<file path="config.mk">
export PLATFORM = sky130hd
export DESIGN_NAME = spm_count_top
export DESIGN_NICKNAME = d
export VERILOG_FILES = /design/src/rtl/spm_pkg.sv /design/src/rtl/spm_beat_gen.sv /design/src/rtl/spm_char_cmp.sv /design/src/rtl/spm_text_skew.sv /design/src/rtl/spm_count_cell.sv /design/src/rtl/spm_count_top.sv
export SDC_FILE = /design/constraint.sdc
export NUM_CORES = 1
export LEC_CHECK = 0
export ABC_AREA = 1
export BUFFER_PORTS_ARGS = -buffer_cell sky130_fd_sc_hd__buf_2
export CORE_MARGIN = 4
export CORE_UTILIZATION = 41
export DETAILED_ROUTE_END_ITERATION = 10
export GPL_TIMING_DRIVEN = 1
export PLACE_DENSITY = 0.59
export SETUP_SLACK_MARGIN = 0.1
export SLEW_MARGIN = 15
export SYNTH_ARGS = -nofsm -noshare
export SYNTH_HDL_FRONTEND = slang
export SYNTH_SLANG_ARGS = --single-unit
</file>
<file path="constraint.sdc">
create_clock -name clk -period 1.89 [get_ports clk]
set_input_delay 0.2835 -clock clk [delete_from_list [all_inputs] [get_ports clk]]
set_output_delay 0.2835 -clock clk [all_outputs]
set_load 0.02 [all_outputs]
</file>
<file path="src/rtl/spm_pkg.sv">
// Shared definitions for the systolic match counter.
// Assumes: all widths are derived from the cell count N and the character width.
package spm_pkg;

    // Two-beat cadence: inputs are sampled on LOAD, the following cycle is a gap.
    typedef enum logic {
        PH_LOAD = 1'b0,
        PH_GAP  = 1'b1
    } beat_e;

    // Bits needed to hold any count from 0 to n inclusive.
    function automatic int cnt_width(input int n);
        return $clog2(n + 1);
    endfunction

    // Extra text register stages needed so that pattern and text meet in the
    // same cycle: one when the cell count is even, none when it is odd.
    function automatic int skew_stages(input int n);
        return ((n % 2) == 0) ? 1 : 0;
    endfunction

endpackage

</file>
<file path="src/rtl/spm_beat_gen.sv">
// Beat generator: produces the alternating sampling strobe.
// Assumes: synchronous active-low reset; the first cycle after reset samples.
module spm_beat_gen (
    input  logic clk,
    input  logic rst_n,
    output logic take
);
    import spm_pkg::*;

    beat_e ph_q;

    // Toggle between the load and the gap beat every clock.
    always_ff @(posedge clk) begin
        if (!rst_n) begin
            ph_q <= PH_LOAD;
        end else begin
            ph_q <= (ph_q == PH_LOAD) ? PH_GAP : PH_LOAD;
        end
    end

    assign take = (ph_q == PH_LOAD);

    AST_BEAT_ALT_HI: assert property (@(posedge clk) disable iff (!rst_n) take |=> !take);
    AST_BEAT_ALT_LO: assert property (@(posedge clk) disable iff (!rst_n) !take |=> take);

endmodule

</file>
<file path="src/rtl/spm_char_cmp.sv">
// Bit-sliced character equality: one agreement bit per position, then an
// AND over all positions.
// Assumes: both operands are registered by the caller; purely combinational.
module spm_char_cmp #(
    parameter int CW = 2
) (
    input  logic [CW-1:0] a,
    input  logic [CW-1:0] b,
    output logic          eq
);
    logic [CW-1:0] bit_eq;

    // One agreement slice per character bit.
    for (genvar g = 0; g < CW; g++) begin : g_slice
        assign bit_eq[g] = ~(a[g] ^ b[g]);
    end

    assign eq = &bit_eq;

endmodule

</file>
<file path="src/rtl/spm_text_skew.sv">
// Text entry skew: delays the text stream by STAGES cycles (0 or 1) so that
// counter-flowing items meet inside a cell rather than cross between cells.
// Assumes: STAGES is 0 or 1, chosen from the parity of the cell count.
module spm_text_skew #(
    parameter int CW     = 2,
    parameter int STAGES = 1
) (
    input  logic          clk,
    input  logic          rst_n,
    input  logic [CW-1:0] chr_i,
    input  logic          vld_i,
    output logic [CW-1:0] chr_o,
    output logic          vld_o
);
    if (STAGES == 1) begin : g_reg
        logic [CW-1:0] chr_q;
        logic          vld_q;

        // Hold the text item for one extra cycle before it enters the array.
        always_ff @(posedge clk) begin
            if (!rst_n) begin
                chr_q <= '0;
                vld_q <= 1'b0;
            end else begin
                chr_q <= chr_i;
                vld_q <= vld_i;
            end
        end

        assign chr_o = chr_q;
        assign vld_o = vld_q;
    end else begin : g_pass
        assign chr_o = chr_i;
        assign vld_o = vld_i;
    end

endmodule

</file>
<file path="src/rtl/spm_count_cell.sv">
// One counting cell of the array. It holds one pattern stage (moving right),
// one text stage and its result slot (moving left), and a running agreement
// count for the diagonal of pairs that meet here.
// Assumes: the pattern and text valid bits coincide except while the streams
// are filling; a count grows only on pairs where both are valid.
module spm_count_cell #(
    parameter int N  = 8,
    parameter int CW = 2,
    parameter int RW = 4
) (
    input  logic          clk,
    input  logic          rst_n,
    input  logic [CW-1:0] p_chr_i,
    input  logic          p_last_i,
    input  logic          p_wild_i,
    input  logic          p_vld_i,
    input  logic [CW-1:0] s_chr_i,
    input  logic          s_vld_i,
    input  logic [RW-1:0] r_i,
    output logic [CW-1:0] p_chr_o,
    output logic          p_last_o,
    output logic          p_wild_o,
    output logic          p_vld_o,
    output logic [CW-1:0] s_chr_o,
    output logic          s_vld_o,
    output logic [RW-1:0] r_o
);
    logic [CW-1:0] p_chr_q;
    logic          p_last_q;
    logic          p_wild_q;
    logic          p_vld_q;
    logic [CW-1:0] s_chr_q;
    logic          s_vld_q;
    logic [RW-1:0] r_q;
    logic [RW-1:0] cnt_q;
    logic          eq;
    logic          hit;
    logic          pair_ok;

    spm_char_cmp #(.CW(CW)) u_cmp (
        .a  (p_chr_q),
        .b  (s_chr_q),
        .eq (eq)
    );

    assign hit     = p_wild_q | eq;
    assign pair_ok = p_vld_q & s_vld_q;

    // Advance both streams and the result slot by one cell.
    always_ff @(posedge clk) begin
        if (!rst_n) begin
            p_chr_q  <= '0;
            p_last_q <= 1'b0;
            p_wild_q <= 1'b0;
            p_vld_q  <= 1'b0;
            s_chr_q  <= '0;
            s_vld_q  <= 1'b0;
            r_q      <= '0;
        end else begin
            p_chr_q  <= p_chr_i;
            p_last_q <= p_last_i;
            p_wild_q <= p_wild_i;
            p_vld_q  <= p_vld_i;
            s_chr_q  <= s_chr_i;
            s_vld_q  <= s_vld_i;
            r_q      <= r_i;
        end
    end

    // Running count: restart after the closing entry, otherwise add agreements.
    always_ff @(posedge clk) begin
        if (!rst_n) begin
            cnt_q <= '0;
        end else if (p_vld_q) begin
            if (p_last_q) begin
                cnt_q <= '0;
            end else if (s_vld_q && hit) begin
                cnt_q <= cnt_q + RW'(1);
            end
        end
    end

    // The closing pair overwrites the passing result slot with the finished count.
    always_comb begin
        if (pair_ok && p_last_q) begin
            r_o = cnt_q + RW'(hit);
        end else begin
            r_o = r_q;
        end
    end

    assign p_chr_o  = p_chr_q;
    assign p_last_o = p_last_q;
    assign p_wild_o = p_wild_q;
    assign p_vld_o  = p_vld_q;
    assign s_chr_o  = s_chr_q;
    assign s_vld_o  = s_vld_q;

    AST_CNT_BOUND:   assert property (@(posedge clk) disable iff (!rst_n) int'(cnt_q) <= N);
    AST_CNT_STEP:    assert property (@(posedge clk) disable iff (!rst_n)
                         (p_vld_q && !p_last_q) |=> (cnt_q == $past(cnt_q) || cnt_q == $past(cnt_q) + RW'(1)));
    AST_END_CLEAR:   assert property (@(posedge clk) disable iff (!rst_n)
                         (p_vld_q && p_last_q) |=> (cnt_q == '0));
    AST_WILD_COUNTS: assert property (@(posedge clk) disable iff (!rst_n)
                         (pair_ok && p_wild_q && !p_last_q) |=> (cnt_q == $past(cnt_q) + RW'(1)));

endmodule

</file>
<file path="src/rtl/spm_count_top.sv">
// Systolic match counter top. It chains N counting cells: the pattern enters
// cell 0 and travels right, the text enters cell N-1 (through the parity skew)
// and travels left with its result slot, and cell 0 feeds the output register.
// Assumes: the host recirculates a pattern of length 1..N with the end flag on
// its final entry, and presents one pair on each cycle where in_take is high.
module spm_count_top #(
    parameter int N  = 8,
    parameter int CW = 2,
    localparam int RW = spm_pkg::cnt_width(N)
) (
    input  logic          clk,
    input  logic          rst_n,
    input  logic [CW-1:0] pat_chr,
    input  logic          pat_last,
    input  logic          pat_wild,
    input  logic [CW-1:0] txt_chr,
    output logic          in_take,
    output logic [RW-1:0] cnt_out,
    output logic          cnt_vld
);
    localparam int SKEW = spm_pkg::skew_stages(N);

    logic [CW-1:0] pc [0:N];
    logic          pl [0:N];
    logic          pw [0:N];
    logic          pv [0:N];
    logic [CW-1:0] sc [0:N];
    logic          sv [0:N];
    logic [RW-1:0] rr [0:N];
    logic          take;

    spm_beat_gen u_beat (
        .clk   (clk),
        .rst_n (rst_n),
        .take  (take)
    );

    assign in_take = take;

    // The pattern enters on the left edge; gap cycles enter as bubbles.
    assign pc[0] = pat_chr;
    assign pl[0] = pat_last;
    assign pw[0] = pat_wild;
    assign pv[0] = take;

    spm_text_skew #(.CW(CW), .STAGES(SKEW)) u_skew (
        .clk   (clk),
        .rst_n (rst_n),
        .chr_i (txt_chr),
        .vld_i (take),
        .chr_o (sc[N]),
        .vld_o (sv[N])
    );

    // Empty result slots enter on the right edge.
    assign rr[N] = '0;

    for (genvar i = 0; i < N; i++) begin : g_cell
        spm_count_cell #(.N(N), .CW(CW), .RW(RW)) u_cell (
            .clk      (clk),
            .rst_n    (rst_n),
            .p_chr_i  (pc[i]),
            .p_last_i (pl[i]),
            .p_wild_i (pw[i]),
            .p_vld_i  (pv[i]),
            .s_chr_i  (sc[i+1]),
            .s_vld_i  (sv[i+1]),
            .r_i      (rr[i+1]),
            .p_chr_o  (pc[i+1]),
            .p_last_o (pl[i+1]),
            .p_wild_o (pw[i+1]),
            .p_vld_o  (pv[i+1]),
            .s_chr_o  (sc[i]),
            .s_vld_o  (sv[i]),
            .r_o      (rr[i])
        );
    end

    // Register the result leaving cell 0, zeroed on empty slots.
    always_ff @(posedge clk) begin
        if (!rst_n) begin
            cnt_vld <= 1'b0;
            cnt_out <= '0;
        end else begin
            cnt_vld <= sv[0];
            cnt_out <= sv[0] ? rr[0] : '0;
        end
    end

    AST_VLD_ON_TAKE: assert property (@(posedge clk) disable iff (!rst_n) cnt_vld |-> in_take);
    AST_OUT_RANGE:   assert property (@(posedge clk) disable iff (!rst_n) cnt_vld |-> (int'(cnt_out) <= N));

endmodule

</file>
# Word-level counts from Yosys, hierarchy flattened

Cells that the tools add are included.

$add $sub $neg: 16
$mul: 0
Divide/modulo/power cells: 0
Magnitude comparators: 0
Equal/unequal tests: 0
Shift operators: 0
Muxes and demuxes: 24
Bitwise operators: 45
Reductions and logical operators: 42

Operators with widths:

| cell                                                           | count |
|---|---|
| 4-bit 2-to-1 mux                                               | 23 |
| 2-bit AND reduction                                            | 18 |
| 4-bit by 1-bit adder with 4-bit output                         | 8 |
| 4-bit by 1-bit adder with 4-bit output (second input constant) | 8 |
| 1-bit inverter                                                 | 17 |
| 1-bit logical AND                                              | 16 |
| 2-bit nonzero test                                             | 8 |
| 1-bit bitwise XOR                                              | 16 |
| 1-bit bitwise OR                                               | 8 |
| 1-bit bitwise AND                                              | 4 |
| 1-bit 2-to-1 mux                                               | 1 |

Register bits after elaboration: 125
Latch bits: 0
RAM bits: 0
Memory bits (read-only): 0
Output and inout port bits: 6
Word-level logic and storage cells: 187
Memories: 0

# Depth between registers and ports, before layout

Gate-level depths: netlist of run 1.

Depth in word-level cells: 7
Mapped depth: 11

# Hierarchy

From an unflattened synthesis of run 1, not the netlist that was laid out.

Cell total of the unflattened synthesis: 877
Area, all modules: 6075.8 µm²

Modules (own cells, without submodules):

| module         | instances | cells an instance | area an instance (µm²) | sequential area each (µm²) |
|---|---|---|---|---|
| spm_count_cell | 8         | 95                | 685.7                  | 320.3 |
| spm_char_cmp   | 8         | 11                | 41.3                   | 0.0 |
| spm_count_top  | 1         | 16                | 143.9                  | 100.1 |
| spm_text_skew  | 1         | 9                 | 82.6                   | 60.1 |
| spm_beat_gen   | 1         | 4                 | 33.8                   | 20.0 |

# Worst setup path before layout of run 1

OpenSTA, ideal clock, no wires.

Path type: flip-flop to flip-flop
Start point: register g_cell[6].u_cell.p_chr_q[1]
End point: register g_cell[5].u_cell.r_q[2]
Library setup time: 132 ps
Arrival: 1240 ps
Slack: 518 ps
Stages on the path, launching flop included: 11
Buffers on the path: 0
Path through: dfxtp_1 -> inv_1 -> nand2_1 -> nand2_1 -> nand2_1 -> nand2_2 -> ha_1 -> ha_1 -> xor2_1 -> nand3_1 -> a21oi_1

Longest elaborated chain between the ends: 6

RTL lines:

| element                                | RTL line             | text |
|---|---|---|
| start: declaration                     | spm_count_cell.sv:28 | `logic [CW-1:0] p_chr_q;` |
| start signal: assignment               | spm_count_cell.sv:60 | `p_chr_q <= p_chr_i;` |
| 1-bit bitwise XOR                      | spm_char_cmp.sv:15   | `assign bit_eq[g] = ~(a[g] ^ b[g]);` |
| 1-bit inverter                         | spm_char_cmp.sv:15   |  |
| 2-bit AND reduction                    | spm_char_cmp.sv:18   | `assign eq = &bit_eq;` |
| 1-bit bitwise OR                       | spm_count_cell.sv:46 | `assign hit = p_wild_q \| eq;` |
| 4-bit by 1-bit adder with 4-bit output | spm_count_cell.sv:86 | `r_o = cnt_q + RW'(hit);` |
| 4-bit 2-to-1 mux                       | spm_count_cell.sv:85 | `if (pair_ok && p_last_q) begin` |
| end signal: assignment                 | spm_count_cell.sv:66 | `r_q <= r_i;` |
| end: declaration                       | spm_count_cell.sv:34 | `logic [RW-1:0] r_q;` |

No other way between the ends.
A chain may end at the register's enable or synchronous reset.

# Worst setup path in the final report of run 1

Start point: register g_cell[6].u_cell.s_chr_q[0]
End point: register g_cell[5].u_cell.r_q[2]

Longest elaborated chain between the ends: 6

RTL lines:

| element                                | RTL line             | text |
|---|---|---|
| start: declaration                     | spm_count_cell.sv:32 | `logic [CW-1:0] s_chr_q;` |
| start signal: assignment               | spm_count_cell.sv:64 | `s_chr_q <= s_chr_i;` |
| 1-bit bitwise XOR                      | spm_char_cmp.sv:15   |  |
| 1-bit inverter                         | spm_char_cmp.sv:15   |  |
| 2-bit AND reduction                    | spm_char_cmp.sv:18   |  |
| 1-bit bitwise OR                       | spm_count_cell.sv:46 |  |
| 4-bit by 1-bit adder with 4-bit output | spm_count_cell.sv:86 |  |
| 4-bit 2-to-1 mux                       | spm_count_cell.sv:85 |  |

No other way between the ends.

==> results of run 1 <==
[registers in the layout, summed over array words and instances (netlist names), 4 cells and up]
register                cells
g_cell.u_cell.p_vld_o       4
g_cell.u_cell.s_chr_o      16
g_cell.u_cell.cnt_q        32
g_cell.u_cell.s_vld_o       4
cnt_out                     4
g_cell.u_cell.p_wild_o      8
g_cell.u_cell.r_q          28
g_cell.u_cell.p_chr_o      16
g_cell.u_cell.p_last_o      8
[per-stage QoR]
stage	setup slack (ns)	std cells	hold slack [ns]	power [mW]
2_1_floorplan	0.518	720	0.381	2.83
3_3_place_gp	0.444	896	0.396	2.88
3_5_place_dp	0.362	896	0.398	2.88
4_1_cts	0.354	928	0.0315	6.18
5_1_grt	0.208	928	0.0460	6.33
6_report	0.361	928	0.0487	6.10
[path summary, 6_finish.rpt]
| kind | slack [ns] | from | depth (start not counted) | end |
|---|---|---|---|---|
| setup / recovery | 0.36 | g_cell[6].u_cell.s_chr_o[0] | 10 | g_cell[5].u_cell.r_q[2] |
| hold / removal | 0.05 | pat_chr[1] | 3 | g_cell[0].u_cell.p_chr_o[1] |
| setup reg to reg | 0.36 | g_cell[6].u_cell.s_chr_o[0] | 10 | g_cell[5].u_cell.r_q[2] |
| hold reg to reg | 0.41 | u_skew.chr_o[1] | 2 | g_cell[7].u_cell.s_chr_o[1] |
[logic make-up (layout without fill, tap and decap cells)]
kind of cell / count (synthesis) / in the layout / share of synthesized area [%]
buffers and inverters: 155 / 191 / 11.4
and+or+nand+nor: 316 / 316 / 26.6
AOI/OAI and AO/OA: 79 / 79 / 7.50
DFF: 124 / 124 / 45.5
xor gates and xnor gates: 22 / 22 / 3.53
adders and majority gates: 24 / 24 / 5.50
[per-layer routing]
metal	part of all wire, %	GRT usage (%)	wire (um)
met4	1.9	5.95	192
met5	0	0	0
met2	46	24.6	4610
met3	3.8	4.94	379
met1	48	17.7	4760
[worst max-delay path, stage by stage (launching register included)]
cell,delay [ns]
dfxtp_1,0.36
inv_1,0.05
nand2_1,0.05
nand2_1,0.05
nand2_1,0.07
nand2_2,0.08
ha_1,0.22
ha_1,0.21
xor2_1,0.13
nand3_1,0.08
a21oi_1,0.15
[power breakdown]
part	total, mW	internal (mW)	switching, mW
combinational	0.155	0.0499	0.105
clock	3.28	2.14	1.14
sequential	2.67	2.64	0.0226
[layout by cell type (no fill, tap or decap), drive strengths merged]
cell	instances
xor2	9
buf	18
bufinv	3
nor2	55
xnor2	13
clkinv	2
o21ai	29
o21a	4
nand2	215
clkinvlp	4
clkbuf	22
dfxtp	124
ha	24
a21oi	45
nand3	36
nand4	10
o221ai	1
inv	142
[cell type report]
cell class,count,area (um2),share of cell area [%]
Clock buffer,22,464,7.37
Timing Repair Buffer,18,115,1.83
Clock inverter,10,139,2.20
Multi-Input combinational cell,441,2350,37.3
Inverter,141,534,8.48
Tap cell,172,215,3.42
Sequential cell,124,2480,39.4
==> impl_metrics.tcl, run 1 <==
set metrics [dict create \
    synthDistinctLibCells 25 \
    drt_wl_total_um 9940 \
    run_status "complete, no violations" \
    die_y_um 123 \
    yosysMostFrequentCell "nand2_1" \
    h-tree-depth 4 \
    via_per_inst 4.54 \
    antenna_left 0 \
    place_area_um2 5700 \
    routed-via-count 4210 \
    area_growth_pct 15.5 \
    rsz0062_at_grt "false" \
    antenna_found_initial 0 \
    min_path_type "in2reg" \
    irDropWorstVdd_uv 614 \
    p_leak_nw 3.17 \
    nFillCells 1244 \
    timing.fmax_mhz 654 \
    wl_per_cell_um 10.7 \
    cts_hold_buf 0 \
    setup_viol 0 \
    arrival_ns 1.86 \
    cts_buffers 17 \
    synth_edf_count 0 \
    period_needed_ns 1.53 \
    cts-root-buf "clkbuf_16" \
    ys_ff_latch 124 \
    syn-num-nets 752 \
    netlist_instances 720 \
    maxCapViolCount 0 \
    tns_ns 0 \
    initial_utilization_pct 42.5 \
    diodes 0 \
    cts_sinks 124 \
    drc 0 \
    powerDensity_nw_per_um2 968 \
    coreArea_um2 12800 \
    ctsLongestPathBuffers 2 \
    yosysTopAreaCell "dfxtp_1" \
    grt_max_degree 63 \
    grt_pass1_vias 4076 \
    die-area_um2 15200 \
    slew_violations 0 \
    grt_use_total_pct 14.8 \
    drtIter0Drc 221 \
    row_count 41 \
    async_flop_share_pct 0 \
    synth_area_um2 5460 \
    die_w_um 123 \
    synth_top_cells_by_area "dfxtp_1, nand2_1, inv_1, ha_1, a21oi_1" \
    synth_top_area_share_pct 45.5 \
    crit_path_end_kind "flip-flop" \
    yosysWarnings 0 \
    skew_ns 0.00699 \
    relSlewSlack_pct 67.6 \
    hpwl_um 7170 \
    synth_flop_cell "dfxtp_1" \
    drt_pass1_iterations 4 \
    num_io_pins 14 \
    gp_congestion 0.804 \
    stdcell_area_um2 6300 \
    cts_resized 0 \
    globalRoute.totalOverflow 0 \
    required_ns 2.23 \
    grt_first_pass_wirelength_um 17800 \
    startpoint_type "flip-flop" \
    port_buffers 13 \
    drive_gt1_share_pct 12.4 \
    fin_nets 775 \
    synth-seq-area-share_pct 45.5 \
    clk_latency_ns 0.41 \
    tightest_slew_ns 0.485 \
    path_clk_slew_ns 0.06 \
    postCtsSetupRepairBufs 0 \
    cts_tree "built" \
    avgSynthCellArea_um2 7.58 \
    synth_common_cells "nand2_1, inv_1, dfxtp_1, nor2_1, a21oi_1" \
    hold_violations 0 \
    fin_util_pct 49.1 \
    fin_crit_sh_pct 80.9 \
    path_class "reg2reg" \
    cp_max_fo 3 \
]
No activity file was read; power rests on OpenSTA's default activity.
==> run 2: changes to the inputs <==
PLACE_DENSITY = 0.61   (was 0.59)
clock period = 1.2 ns   (was 1.89 ns; I/O delays follow)
==> run 2 against run 1 <==
  * Clock power up 69%
  * Sequential cell count unchanged
  * Critical endpoint unchanged
  * Register-to-register slack lost 0.53 ns
  * The run now ends with setup timing left
  * Highest routed layer unchanged
==> impl_metrics.tcl, run 2 (synthesis results as in run 1) <==
set metrics [dict create \
    run_status "complete, but fails checks" \
    violations "setup timing" \
    fin_crit_sh_pct 114 \
    powerDensity_nw_per_um2 1370 \
    required_ns 1.54 \
    min_from "rst_n" \
    cts_sinks 124 \
    diodes 0 \
    num_io_pins 14 \
    period_needed_ns 1.37 \
    ctsLongestPathBuffers 2 \
    drtIter0Drc 186 \
    grtUsageMet3_pct 4.53 \
    grt_first_pass_wirelength_um 19400 \
    setup_viol 30 \
    met2_usage_pct 26.5 \
    globalRoute.totalOverflow 0 \
    via_per_inst 4.57 \
    arrival_ns 1.71 \
    slew_violations 0 \
    top_regs "g_cell.u_cell.cnt_q x32, g_cell.u_cell.r_q x28" \
    wl_per_cell_um 11.9 \
    busiest_layer "met2" \
    row_count 41 \
    grt_use_total_pct 16.3 \
    tightest_slew_ns 0.301 \
    cp_max_fo 3 \
    antenna_found_initial 0 \
    initial_utilization_pct 42.5 \
    use_met1_pct 19.8 \
    gp_congestion 0.858 \
    cts-root-buf "clkbuf_16" \
    grt_max_degree 34 \
    drt_pass1_iterations 4 \
    crit_path_end_kind "flip-flop" \
    stdcell_area_um2 7400 \
    timing.fmax_mhz 728 \
    min_path_type "in2reg" \
    hpwl_um 7700 \
    fin_nets 814 \
    final_cell_mix "nand2_1, inv_1, dfxtp_1" \
    setup_ws_ns -0.173 \
    hold_violations 0 \
    clk_latency_ns 0.41 \
    nFillCells 1149 \
    place_area_um2 6120 \
    drt_wl_total_um 11500 \
    routed-via-count 4414 \
    h-tree-depth 4 \
    port_buffers 13 \
    antenna_left 0 \
    p_leak_nw 3.41 \
    largest_reg_flops 32 \
    tns_ns -1.97 \
    drive_gt1_share_pct 36.5 \
    path_clk_slew_ns 0.05 \
    final_common_cell "nand2_1" \
    startpoint_type "flip-flop" \
    irDropWorstVdd_uv 980 \
    cts_tree "built" \
    die_w_um 123 \
    rsz0062_at_grt "true" \
    coreArea_um2 12800 \
    relSlewSlack_pct 79.9 \
    reg2reg_from "g_cell[6].u_cell.s_chr_o[1]" \
    regArea_um2 2540 \
    skew_ns 0.00488 \
    grt_pass1_vias 4399 \
    maxCapViolCount 0 \
    drc 0 \
    multi_input_area_um2 2990 \
    startpoint "g_cell[6].u_cell.s_chr_o[1]" \
    die_y_um 123 \
    regMostFlops "g_cell.u_cell.cnt_q" \
    path_class "reg2reg" \
    die-area_um2 15200 \
    area_growth_pct 35.7 \
    cts_buffers 17 \
]
==> run 2: stage by stage <==
| stage | hold slack, ns | util, % | std cells | total power [mW] | worst slack, ns |
|---|---|---|---|---|---|
| final | 0.109 | 57.7 | 966 | 10.1 | -0.173 |
| after global routing | 0.124 | 57.7 | 966 | 10.5 | -0.278 |
| after CTS | 0.0907 | 55.1 | 961 | 10.2 | -0.152 |
| after detailed placement | 0.366 | 47.7 | 917 | 4.58 | -0.173 |
| after global placement | 0.364 | 47.7 | 917 | 4.58 | -0.145 |
| after floorplan | 0.278 | - | 720 | 4.48 | -0.0774 |
==> run 2: cell type report <==
type	count	share of cell area, %
inverter	141	7.28
multi-input combinational	441	40.4
clock inverter	7	2.16
sequential	124	34.3
timing repair buffer	57	6.45
clock buffer	24	6.51
tap	172	2.91
==> run 2: report_power, final <==
| group | switching (mW) | internal (mW) | total [mW] |
|---|---|---|---|
| clock | 1.72 | 3.83 | 5.55 |
| combinational | 0.226 | 0.170 | 0.396 |
| sequential | 0.0350 | 4.17 | 4.20 |
| total | 1.98 | 8.17 | 10.1 |
==> run 2: layer usage <==
metal / vias up / wire length (um)
met3: 17 / 296
met5: - / 0
li1: 2318 / -
met1: 2031 / 5290
met4: 0 / 189
met2: 48 / 5720
==> run 2: worst max-delay path, stage by stage (launching register included) <==
cell and delay, ns:
dfxtp_2 0.34, inv_2 0.03, nand2_1 0.05, nand2_1 0.05, nand2_1 0.07, nand2_2 0.07, ha_4 0.17, ha_4 0.15
xor2_1 0.14, nand3_1 0.09, a21oi_1 0.14
==> run 2: worst paths after layout <==
kind                                 end  slack, ns  cells after the start
min reg2reg  g_cell[7].u_cell.s_chr_o[1]       0.42                      2
max              g_cell[5].u_cell.r_q[2]      -0.17                     10
min             g_cell[7].u_cell.s_vld_o       0.11                      3
max reg2reg      g_cell[5].u_cell.r_q[2]      -0.17                     10
==> run 2: repair_timing <==
action / 4_1_cts / 5_1_grt
hold endpoints to repair: 6 / 0
resized for setup: 58 / 93
hold buffers: 6 / 0
pin swaps: 50 / 42
buffers inserted: 8 / 9
endpoints found under the setup margin: 54 / 66
